==> config.mk <==
export PLATFORM = sky130hd
export DESIGN_NAME = hw_standby_seq
export DESIGN_NICKNAME = d
export VERILOG_FILES = /design/src/rtl/hw_standby_seq_pkg.sv /design/src/rtl/hw_standby_pin_sync.sv /design/src/rtl/hw_standby_datapath.sv /design/src/rtl/hw_standby_ctrl.sv /design/src/rtl/hw_standby_seq.sv
export SDC_FILE = /design/constraint.sdc
export NUM_CORES = 1
export LEC_CHECK = 0
export BUFFER_PORTS_ARGS = -buffer_cell sky130_fd_sc_hd__buf_4
export CAP_MARGIN = 20
export CORE_MARGIN = 2
export CORE_UTILIZATION = 40
export CTS_CLUSTER_SIZE = 10
export DETAILED_ROUTE_END_ITERATION = 16
export PLACE_DENSITY = 0.58
export SLEW_MARGIN = 20
export SYNTH_ARGS = -nofsm -noshare
export SYNTH_HDL_FRONTEND = slang
export SYNTH_SLANG_ARGS = --single-unit
export TNS_END_PERCENT = 5
==> constraint.sdc <==
create_clock -name clk -period 2.1 [get_ports clk]
set_input_delay 0.42 -clock clk [delete_from_list [all_inputs] [get_ports clk]]
set_output_delay 0.42 -clock clk [all_outputs]
set_load 0.005 [all_outputs]
==> src/rtl/hw_standby_seq_pkg.sv <==
package hw_standby_seq_pkg;

  typedef enum logic [2:0] {
    ST_STANDBY      = 3'd0,
    ST_RESET_OSC    = 3'd1,
    ST_RESET_STABLE = 3'd2,
    ST_EXC          = 3'd3,
    ST_RUN          = 3'd4
  } pwrState_t;

  // Strobes from the control FSM to the counting datapath.
  typedef struct packed {
    logic settleClr;
    logic settleCount;
    logic excClr;
    logic excCount;
  } seqStrobe_t;

endpackage

==> src/rtl/hw_standby_pin_sync.sv <==
module hw_standby_pin_sync #(
  parameter int Width = 2,
  parameter int Stages = 2,
  parameter logic [Width-1:0] ResetVal = '0
) (
  input  logic             clk,
  input  logic             rstN,
  input  logic [Width-1:0] din,
  output logic [Width-1:0] dout
);

  logic [Width-1:0] stage [Stages];

  genvar g;
  generate
    for (g = 0; g < Stages; g++) begin : gStage
      if (g == 0) begin : gFirst
        always_ff @(posedge clk or negedge rstN) begin
          if (!rstN) stage[g] <= ResetVal;
          else       stage[g] <= din;
        end
      end else begin : gRest
        always_ff @(posedge clk or negedge rstN) begin
          if (!rstN) stage[g] <= ResetVal;
          else       stage[g] <= stage[g-1];
        end
      end
    end
  endgenerate

  assign dout = stage[Stages-1];

endmodule

==> src/rtl/hw_standby_datapath.sv <==
module hw_standby_datapath
  import hw_standby_seq_pkg::*;
#(
  parameter int SettleCycles = 8192,
  parameter int ExcCycles = 4,
  parameter int PorHoldCycles = 16
) (
  input  logic       clk,
  input  logic       rstN,
  input  seqStrobe_t strobe,
  input  logic       standbyS,
  input  logic       resetS,
  output logic       settleLast,
  output logic       excLast,
  output logic       settled,
  output logic       armed
);

  localparam int SettleW = $clog2(SettleCycles + 1);
  localparam int ExcW = $clog2(ExcCycles + 1);
  localparam int HoldW = $clog2(PorHoldCycles + 1);
  localparam logic [SettleW-1:0] SettleEnd = SettleW'(SettleCycles - 1);
  localparam logic [ExcW-1:0] ExcEnd = ExcW'(ExcCycles - 1);
  localparam logic [HoldW-1:0] HoldEnd = HoldW'(PorHoldCycles);

  logic [SettleW-1:0] settleCnt;
  logic [ExcW-1:0] excCnt;
  logic [HoldW-1:0] holdCnt;

  assign settleLast = (settleCnt == SettleEnd);
  assign excLast = (excCnt == ExcEnd);

  // Oscillator settling counter and its done flag.
  always_ff @(posedge clk or negedge rstN) begin
    if (!rstN) begin
      settleCnt <= '0;
      settled <= 1'b0;
    end else if (strobe.settleClr) begin
      settleCnt <= '0;
      settled <= 1'b0;
    end else if (strobe.settleCount) begin
      if (settleLast) settled <= 1'b1;
      else            settleCnt <= settleCnt + 1'b1;
    end
  end

  // Exception-handling length counter.
  always_ff @(posedge clk or negedge rstN) begin
    if (!rstN) begin
      excCnt <= '0;
    end else if (strobe.excClr) begin
      excCnt <= '0;
    end else if (strobe.excCount && !excLast) begin
      excCnt <= excCnt + 1'b1;
    end
  end

  // Power-up gate for standby entry: reset held long enough, then released.
  always_ff @(posedge clk or negedge rstN) begin
    if (!rstN) begin
      holdCnt <= '0;
      armed <= 1'b0;
    end else if (!armed) begin
      if (!standbyS) begin
        holdCnt <= '0;
      end else if (!resetS) begin
        if (holdCnt != HoldEnd) holdCnt <= holdCnt + 1'b1;
      end else begin
        if (holdCnt == HoldEnd) armed <= 1'b1;
        holdCnt <= '0;
      end
    end
  end

  a_r3_settle_cnt_bound: assert property (@(posedge clk) disable iff (!rstN)
    settleCnt <= SettleEnd);

  a_r3_settled_after_count: assert property (@(posedge clk) disable iff (!rstN)
    $rose(settled) |-> $past(strobe.settleCount));

  a_r10_armed_sticky: assert property (@(posedge clk) disable iff (!rstN)
    armed |=> armed);

endmodule

==> src/rtl/hw_standby_ctrl.sv <==
module hw_standby_ctrl
  import hw_standby_seq_pkg::*;
(
  input  logic       clk,
  input  logic       rstN,
  input  logic       standbyS,
  input  logic       resetS,
  input  logic       armed,
  input  logic       settleLast,
  input  logic       excLast,
  output seqStrobe_t strobe,
  output pwrState_t  state,
  output logic       excStart,
  output logic       violation
);

  pwrState_t nextState;
  logic standbyForce;

  assign standbyForce = !standbyS && !resetS && armed;

  always_comb begin
    nextState = state;
    if (standbyForce) begin
      nextState = ST_STANDBY;
    end else begin
      unique case (state)
        ST_STANDBY:      if (standbyS) nextState = ST_RESET_OSC;
        ST_RESET_OSC:    if (settleLast) nextState = ST_RESET_STABLE;
        ST_RESET_STABLE: if (resetS) nextState = ST_EXC;
        ST_EXC: begin
          if (!resetS)      nextState = ST_RESET_STABLE;
          else if (excLast) nextState = ST_RUN;
        end
        ST_RUN:          if (!resetS) nextState = ST_RESET_STABLE;
        default:         nextState = ST_RESET_OSC;
      endcase
    end
  end

  always_comb begin
    strobe.settleClr = (nextState != state) &&
                       (nextState == ST_RESET_OSC || nextState == ST_STANDBY);
    strobe.settleCount = (state == ST_RESET_OSC);
    strobe.excClr = (nextState == ST_EXC) && (state != ST_EXC);
    strobe.excCount = (state == ST_EXC);
  end

  always_ff @(posedge clk or negedge rstN) begin
    if (!rstN) begin
      state <= ST_RESET_OSC;
      excStart <= 1'b0;
      violation <= 1'b0;
    end else begin
      state <= nextState;
      excStart <= strobe.excClr;
      if (nextState == ST_STANDBY)                 violation <= 1'b0;
      else if (state == ST_RESET_OSC && resetS)    violation <= 1'b1;
    end
  end

  a_r4_exc_pulse_single: assert property (@(posedge clk) disable iff (!rstN)
    excStart |=> !excStart);

  a_r4_exc_from_stable: assert property (@(posedge clk) disable iff (!rstN)
    $rose(state == ST_EXC) |-> $past(state) == ST_RESET_STABLE);

  a_r5_standby_needs_reset: assert property (@(posedge clk) disable iff (!rstN)
    $rose(state == ST_STANDBY) |-> $past(!resetS && !standbyS));

  a_r8_violation_clears_in_standby: assert property (@(posedge clk) disable iff (!rstN)
    $fell(violation) |-> state == ST_STANDBY);

  a_r10_unarmed_no_standby: assert property (@(posedge clk) disable iff (!rstN)
    !armed |-> state != ST_STANDBY);

  a_r11_state_legal: assert property (@(posedge clk) disable iff (!rstN)
    state <= ST_RUN);

endmodule

==> src/rtl/hw_standby_seq.sv <==
module hw_standby_seq
  import hw_standby_seq_pkg::*;
#(
  parameter int SettleCycles = 8192,
  parameter int ExcCycles = 4,
  parameter int PorHoldCycles = 16,
  parameter int SyncStages = 2
) (
  input  logic       clk,
  input  logic       porN,
  input  logic       standbyInN,
  input  logic       resetInN,
  output logic       oscEnable,
  output logic       settleDone,
  output logic [2:0] stateCode,
  output logic       excStart,
  output logic       runEnable,
  output logic       seqViolation
);

  logic [1:0] pinsSync;
  logic standbyS;
  logic resetS;
  logic armed;
  logic settleLast;
  logic excLast;
  seqStrobe_t strobe;
  pwrState_t state;

  // Bit 1: standby pin (idle high), bit 0: reset pin (asserted low at power-on).
  hw_standby_pin_sync #(
    .Width(2),
    .Stages(SyncStages),
    .ResetVal(2'b10)
  ) u_sync (
    .clk(clk),
    .rstN(porN),
    .din({standbyInN, resetInN}),
    .dout(pinsSync)
  );

  assign standbyS = pinsSync[1];
  assign resetS = pinsSync[0];

  hw_standby_ctrl u_ctrl (
    .clk(clk),
    .rstN(porN),
    .standbyS(standbyS),
    .resetS(resetS),
    .armed(armed),
    .settleLast(settleLast),
    .excLast(excLast),
    .strobe(strobe),
    .state(state),
    .excStart(excStart),
    .violation(seqViolation)
  );

  hw_standby_datapath #(
    .SettleCycles(SettleCycles),
    .ExcCycles(ExcCycles),
    .PorHoldCycles(PorHoldCycles)
  ) u_datapath (
    .clk(clk),
    .rstN(porN),
    .strobe(strobe),
    .standbyS(standbyS),
    .resetS(resetS),
    .settleLast(settleLast),
    .excLast(excLast),
    .settled(settleDone),
    .armed(armed)
  );

  assign stateCode = state;
  assign oscEnable = (state != ST_STANDBY);
  assign runEnable = (state == ST_RUN);

  a_r3_stable_implies_settled: assert property (@(posedge clk) disable iff (!porN)
    (state == ST_RESET_STABLE) |-> settleDone);

  a_r9_no_resettle_from_run: assert property (@(posedge clk) disable iff (!porN)
    ($past(state) == ST_RUN && state == ST_RESET_STABLE) |-> settleDone);

endmodule

Word-level counts from Yosys, hierarchy flattened
Cells that the tools add are included.
- flip-flop bits (word level): 33
- input port bits: 4
- word-level logic and storage cells: 73
- add/subtract/negate cells: 3
- equal/unequal tests: 14
- muxes and demuxes: 25
- bitwise operators: 1
- reduce and logical (&&, ||, !) cells: 20
- operator list (operator ; number):
    2-to-1 mux 14 bit ; 3
    2-to-1 mux 3 bit ; 9
    2-to-1 mux 5 bit ; 3
    case mux 3 bit (5 select lines) ; 1
    adder 14 x 1 -> 14 bit, second input constant ; 1
    equality test 14 x 13 -> 1 bit, second input constant ; 1
    equality test 3 x 2 -> 1 bit, second input constant ; 4
    2-to-1 mux 1 bit ; 9
    nonzero test 2 bit ; 4
    equality test 3 x 1 -> 1 bit, second input constant ; 2
    logical AND 1 bit ; 6
    zero test 3 bit ; 2
    != test 3 x 2 -> 1 bit, second input constant ; 2
    AND reduction 2 bit ; 3
    adder 5 x 1 -> 5 bit, second input constant ; 1
    equality test 5 bit, second input constant ; 1
    != test 5 bit, second input constant ; 1
    adder 3 x 1 -> 3 bit, second input constant ; 1
    equality test 3 bit, second input constant ; 1
    zero test 1 bit ; 3
    != test 3 bit ; 1
    nonzero test 3 bit ; 1
    != test 2 x 1 -> 1 bit, second input constant ; 1
    logical OR 1 bit ; 1
    NOT 1 bit ; 1

Logic depth before layout (Yosys ltp)
- depth after elaboration: 10
- gate-level depth with buffers: 8

Hierarchy
A second synthesis with hierarchy kept.
- cell total of the unflattened synthesis: 183
- area, all modules: 1788.0 µm²
- modules (own cells, without submodules) (module ; instances ; cells an instance ; area each (µm²) ; sequential area each (µm²)):
    hw_standby_datapath ; 1 ; 139 ; 1310.0 ; 600.6
    hw_standby_ctrl ; 1 ; 36 ; 346.6 ; 126.4
    hw_standby_pin_sync ; 1 ; 6 ; 117.6 ; 102.6
    hw_standby_seq ; 1 ; 2 ; 13.8 ; 0.0

Least setup slack after synthesis
OpenSTA, ideal clock, no wires.
- path kind: reg-to-reg
- start: reg u_ctrl.state[0]
- end: reg u_datapath.settleCnt[2]
- library setup time: 77 ps
- arrival time: 1782 ps
- required time: 2023 ps
- slack: 240 ps
- cell stages (with the launch flop): 8
- buffers on the path: 2
- period minus slack after synthesis: 1860 ps
- cell sequence: dfstp_2 buf_6 and3b_1 nor4_4 o31ai_1 a31o_2 buf_6 a21oi_1
- longest elaborated chain between the ends: 9
- ends and longest elaborated chain (element ; RTL line ; RTL):
    start, declared ; hw_standby_ctrl.sv:12 ; output pwrState_t state,
    start signal, assigned ; hw_standby_ctrl.sv:55 ; state <= nextState;
    2-to-1 mux 3 bit ; hw_standby_ctrl.sv:33 ; else if (excLast) nextState = ST_RUN;
    2-to-1 mux 3 bit ; hw_standby_ctrl.sv:32 ; if (!resetS) nextState = ST_RESET_STABLE;
    case mux 3 bit (5 select lines) ; hw_standby_ctrl.sv:27 ; unique case (state)
    2-to-1 mux 3 bit ; hw_standby_ctrl.sv:24 ; if (standbyForce) begin
    equality test 3 x 1 -> 1 bit or zero test 3 bit (tied branches) ; hw_standby_ctrl.sv:43 ; (nextState == ST_RESET_OSC || nextState == ST_STANDBY);
    logical OR 1 bit ; hw_standby_ctrl.sv:43 ;
    logical AND 1 bit ; hw_standby_ctrl.sv:42 ; strobe.settleClr = (nextState != state) &&
    != test 2 x 1 -> 1 bit (no line) or nonzero test 2 bit (tied branches) ; n/a ;
    AND reduction 2 bit (no line) ; n/a ;
    end signal, assigned ; hw_standby_datapath.sv:43 ; else settleCnt <= settleCnt + 1'b1;
    end, declared ; hw_standby_datapath.sv:26 ; logic [SettleW-1:0] settleCnt;
Several ways; a longest one is shown, not always the timed one.
A chain may end at the register's enable or synchronous reset.

Worst setup path in the final report
- start: reg u_ctrl.state[0]
- end: reg u_datapath.settleCnt[7]
The elaborated chain is that of the path after synthesis.

==> impl_metrics.env <==
export IMPL_wl_per_cell_um=15.27
export IMPL_grt_first_pass_wirelength_um=6913
export IMPL_status="finished, final reports clean"
export IMPL_postLayoutCoreUtil_pct=50.77
export IMPL_via_count=1423
export IMPL_initial_utilization_pct=41.98
export IMPL_post_cts_hold_buffer_count=0
export IMPL_synth_net_count=180
export IMPL_finalMaxSlewViolations=0
export IMPL_hpwl_um=2769
export IMPL_initial_antenna_violation_count=0
export IMPL_period_needed_ns=1.978
export IMPL_p_sw_share_pct=29.72
export IMPL_drt_wl_total_um=3924
export IMPL_dieWidth_um=72.06
export IMPL_drt_pass1_iterations=4
export IMPL_internal_power_w=0.001177
export IMPL_area_delta_synth_final_pct=20.93
export IMPL_cts_made_buffers=5
export IMPL_timing_max_cap_violations=0
export IMPL_postSynthCellCount=171
export IMPL_std_cell_rows=24
export IMPL_finalCritPeriodShare_pct=94.20
export IMPL_design_final_nets=213
export IMPL_initialDrtViolationCount=66
export IMPL_ys_async_sr_fraction_pct=100.0
export IMPL_synth_seq_area_share_pct=44.77
export IMPL_antenna_left=0
export IMPL_worst_pin_slew_ns=0.4438
export IMPL_design_area_mm2=0.002241
export IMPL_timing_max_slew_rel_slack_pct=70.19
export IMPL_cp_data_arrival_time_ns=2.18
export IMPL_cp_max_fo=6
export IMPL_synth_cell_types=49
export IMPL_ff2ff_setup_slack_ns=0.12
export IMPL_timing_final_hold_violations=0
export IMPL_dieHeight_um=72.06
export IMPL_design_core_area_mm2=0.004414
export IMPL_clock_pin_slew_on_the_worst_setup_and_hold_paths_ns=0.07
export IMPL_required_ns=2.30
export IMPL_synth_top_cell_by_area="sky130_fd_sc_hd__dfrtp_1"
export IMPL_yosys_warnings=0
export IMPL_total_die_area_mm2=0.005193
export IMPL_criticalPathCategory="reg2reg"
export IMPL_sum_of_negative_setup_slack_ns=0
export IMPL_r2r_start="u_ctrl.state[0]$_DFF_PN1_"
export IMPL_fill_cell_total_of_the_finished_layout=396
export IMPL_io_pins=12
export IMPL_setup_viol_count_final=0
export IMPL_h_tree_level_count=2
export IMPL_detail_route_drc_violations=0
export IMPL_comb_power_share_pct=23.5
export IMPL_prevailing_post_synth_register_cell="sky130_fd_sc_hd__dfrtp_1"
export IMPL_switching_power_summed_over_all_nets_w=0.0004978
export IMPL_type_of_origin_of_the_critical_path="flip-flop"
export IMPL_sequential_group_share_of_total_power_pct=47.2
export IMPL_synthesis_stage_register_bit_count=33
export IMPL_leakagePower_nw=0.9557
export IMPL_postLayoutSetupSlackWorst_ns=0.1218
export IMPL_post_synth_edffs=0
export IMPL_vias_in_the_first_global_route=1501
export IMPL_clockRootBuffer="sky130_fd_sc_hd__clkbuf_8"
export IMPL_dp_slack_ns=-0.3866
export IMPL_cts_tree="built"
export IMPL_clock_sinks=33
export IMPL_reg2reg_depth=6
export IMPL_gp_congestion=0.8296
export IMPL_grt_util_overall_pct=17.28
export IMPL_peakVddDrop_mv=0.4189
export IMPL_post_synth_top_area_fraction_pct=40.51
export IMPL_power_density_mw_per_mm2=747.3
export IMPL_grt_setup_unrepaired="no"
export IMPL_capture_instance_of_the_worst_register_to_register_path="u_datapath.settleCnt[7]$_DFFE_PN0P_"
export IMPL_clk_latency_ns=0.29
export IMPL_synth_top_cells_by_area="sky130_fd_sc_hd__dfrtp_1 41%, sky130_fd_sc_hd__dfstp_2 4.3%, sky130_fd_sc_hd__xor2_1 3.8%, sky130_fd_sc_hd__buf_6 3.6%, sky130_fd_sc_hd__ha_1 3.4%"
export IMPL_layout_drive_gt1_share_pct=32.20
export IMPL_antennaDiodeCount=0
export IMPL_placement_io_buffers=11
export IMPL_max_freq_mhz=505.5
export IMPL_globalRoute_totalOverflow=0
export IMPL_clkPwrFrac_pct=29.3
export IMPL_route_detailed_vias_per_inst=5.537
export IMPL_timing_critical_path_to_type="flip-flop"
export IMPL_timing_clock_skew_ns=0.006355
export IMPL_maximum_number_of_pins_on_one_net_before_global_route_repair=34
export IMPL_place_area_mm2=0.002073
export IMPL_avgSynthCellArea_um2=10.84
export IMPL_mappedNetlistArea_mm2=0.001853
export IMPL_cts_root_to_sink_buffers=2
export IMPL_path_type_of_the_worst_min_delay_path="in2async"
[cells in the mapped netlist (2+ instances only)]
cell,count
sky130_fd_sc_hd__nor2_1,10
sky130_fd_sc_hd__dfrtp_1,30
sky130_fd_sc_hd__a21oi_2,5
sky130_fd_sc_hd__mux2i_1,2
sky130_fd_sc_hd__a22o_1,2
sky130_fd_sc_hd__inv_1,3
sky130_fd_sc_hd__nand3_1,6
sky130_fd_sc_hd__o21ai_0,5
sky130_fd_sc_hd__and2_1,2
sky130_fd_sc_hd__dfstp_2,3
sky130_fd_sc_hd__a31o_2,2
sky130_fd_sc_hd__or3_1,3
sky130_fd_sc_hd__o31ai_1,4
sky130_fd_sc_hd__nand4_1,3
sky130_fd_sc_hd__buf_6,6
sky130_fd_sc_hd__nor2b_1,4
sky130_fd_sc_hd__o2111ai_1,4
sky130_fd_sc_hd__nor4_4,2
sky130_fd_sc_hd__o21a_1,2
sky130_fd_sc_hd__nand2b_1,3
sky130_fd_sc_hd__a211oi_1,3
sky130_fd_sc_hd__a22oi_1,2
sky130_fd_sc_hd__ha_1,5
sky130_fd_sc_hd__a21oi_1,12
sky130_fd_sc_hd__nor3_1,4
sky130_fd_sc_hd__and3b_1,2
sky130_fd_sc_hd__xor2_1,8
sky130_fd_sc_hd__a21o_1,2
sky130_fd_sc_hd__nand2_1,8
sky130_fd_sc_hd__xnor2_1,4
sky130_fd_sc_hd__buf_2,2
[layer usage]
| metal | GRT usage, % | wire length [um] |
|---|---|---|
| met2 | 27.83 | 1995 |
| met1 | 21.60 | 1771 |
| met3 | 5.417 | 100 |
| met5 | 0 | 0 |
| met4 | 6.918 | 57 |
[through the flow]
stage / total power [W] / cells / hold slack, ns
final: 0.001675 / 257 / 0.06701
after floorplan: 0.001018 / 171 / 0.1244
after global placement: 0.001160 / 246 / 0.3394
after CTS: 0.001690 / 256 / 0.07190
after detailed placement: 0.001186 / 246 / 0.3412
after global routing: 0.001779 / 257 / 0.08388
[placed cells by master (no fill, tap or decap), types with 3 or more instances in the layout]
cell	count
sky130_fd_sc_hd__a21oi_1	12
sky130_fd_sc_hd__a21oi_2	5
sky130_fd_sc_hd__buf_4	32
sky130_fd_sc_hd__clkbuf_8	6
sky130_fd_sc_hd__dfrtp_1	28
sky130_fd_sc_hd__dfstp_2	3
sky130_fd_sc_hd__ha_1	5
sky130_fd_sc_hd__inv_1	3
sky130_fd_sc_hd__nand2_1	8
sky130_fd_sc_hd__nand2b_1	3
sky130_fd_sc_hd__nand3_1	6
sky130_fd_sc_hd__nand4_1	3
sky130_fd_sc_hd__nor2_1	10
sky130_fd_sc_hd__nor2b_1	4
sky130_fd_sc_hd__nor3_1	4
sky130_fd_sc_hd__o2111ai_1	3
sky130_fd_sc_hd__o21ai_0	4
sky130_fd_sc_hd__o31ai_1	3
sky130_fd_sc_hd__or3_1	3
sky130_fd_sc_hd__xnor2_1	4
sky130_fd_sc_hd__xor2_1	8
[registers in the layout, summed over array words and instances (netlist names)]
name,flops
u_datapath.settleCnt,14
u_datapath.holdCnt,5
u_ctrl.state,3
u_datapath.excCnt,3
u_sync.dout,2
u_sync.stage,2
u_ctrl.excStart,1
u_ctrl.violation,1
u_datapath.armed,1
u_datapath.settled,1
[final cells by class]
type	instances	area, um2	area share (%)
multi-input cells	127	977.2	43.61
flip-flops and latches	33	832.0	37.13
repair buffers	34	265.3	11.84
clock buffers	8	90.09	4.020
well taps	52	65.06	2.903
inverters	3	11.26	0.5025
[worst max path at each step]
stage                                           from                                   to
finish                     u_ctrl.state[0]$_DFF_PN1_  u_datapath.settleCnt[7]$_DFFE_PN0P_
global route               u_ctrl.state[1]$_DFF_PN0_  u_datapath.settleCnt[8]$_DFFE_PN0P_
CTS                        u_ctrl.state[0]$_DFF_PN1_  u_datapath.settleCnt[8]$_DFFE_PN0P_
detailed placement  u_datapath.excCnt[0]$_DFFE_PN0P_  u_datapath.settleCnt[8]$_DFFE_PN0P_
global placement    u_datapath.excCnt[0]$_DFFE_PN0P_  u_datapath.settleCnt[8]$_DFFE_PN0P_
floorplan                  u_ctrl.state[0]$_DFF_PN1_  u_datapath.settleCnt[2]$_DFFE_PN0P_
[power groups by stage]
stage	Combinational, W	Sequential (W)	Clock [W]
floorplan	0.000216	0.000802	0
global placement	0.000368	0.000792	0
detailed placement	0.000389	0.000797	0
CTS	0.000390	0.000787	0.000513
global route	0.000440	0.000796	0.000542
finish	0.000393	0.000790	0.000491
[critical path, stage by stage, from the launching register on]
cell and delay, ns:
sky130_fd_sc_hd__dfstp_2 0.57, sky130_fd_sc_hd__or3b_1 0.38, sky130_fd_sc_hd__buf_4 0.18, sky130_fd_sc_hd__nor2_1 0.14, sky130_fd_sc_hd__o21ai_1 0.14, sky130_fd_sc_hd__or3_1 0.33, sky130_fd_sc_hd__a22oi_1 0.15
[logic make-up (layout without fill, tap and decap cells)]
kind of cell / Yosys count / in the layout / synth area share [%]
AOI/OAI and AO/OA: 50 / 50 / 20.05
xor gates and xnor gates: 12 / 12 / 5.672
adders and majority gates: 5 / 5 / 3.376
buffers and inverters: 11 / 45 / 4.794
DFF: 33 / 33 / 44.77
muxes: 3 / 3 / 1.688
and+or+nand+nor: 57 / 57 / 19.65
[what timing repair did]
item | CTS | global route
resized for setup | 1 | 8
endpoints found under the setup margin | 15 | 15
pin swaps | 0 | 3
setup buffers | 2 | 1
Power figures use the tool's default switching activity.
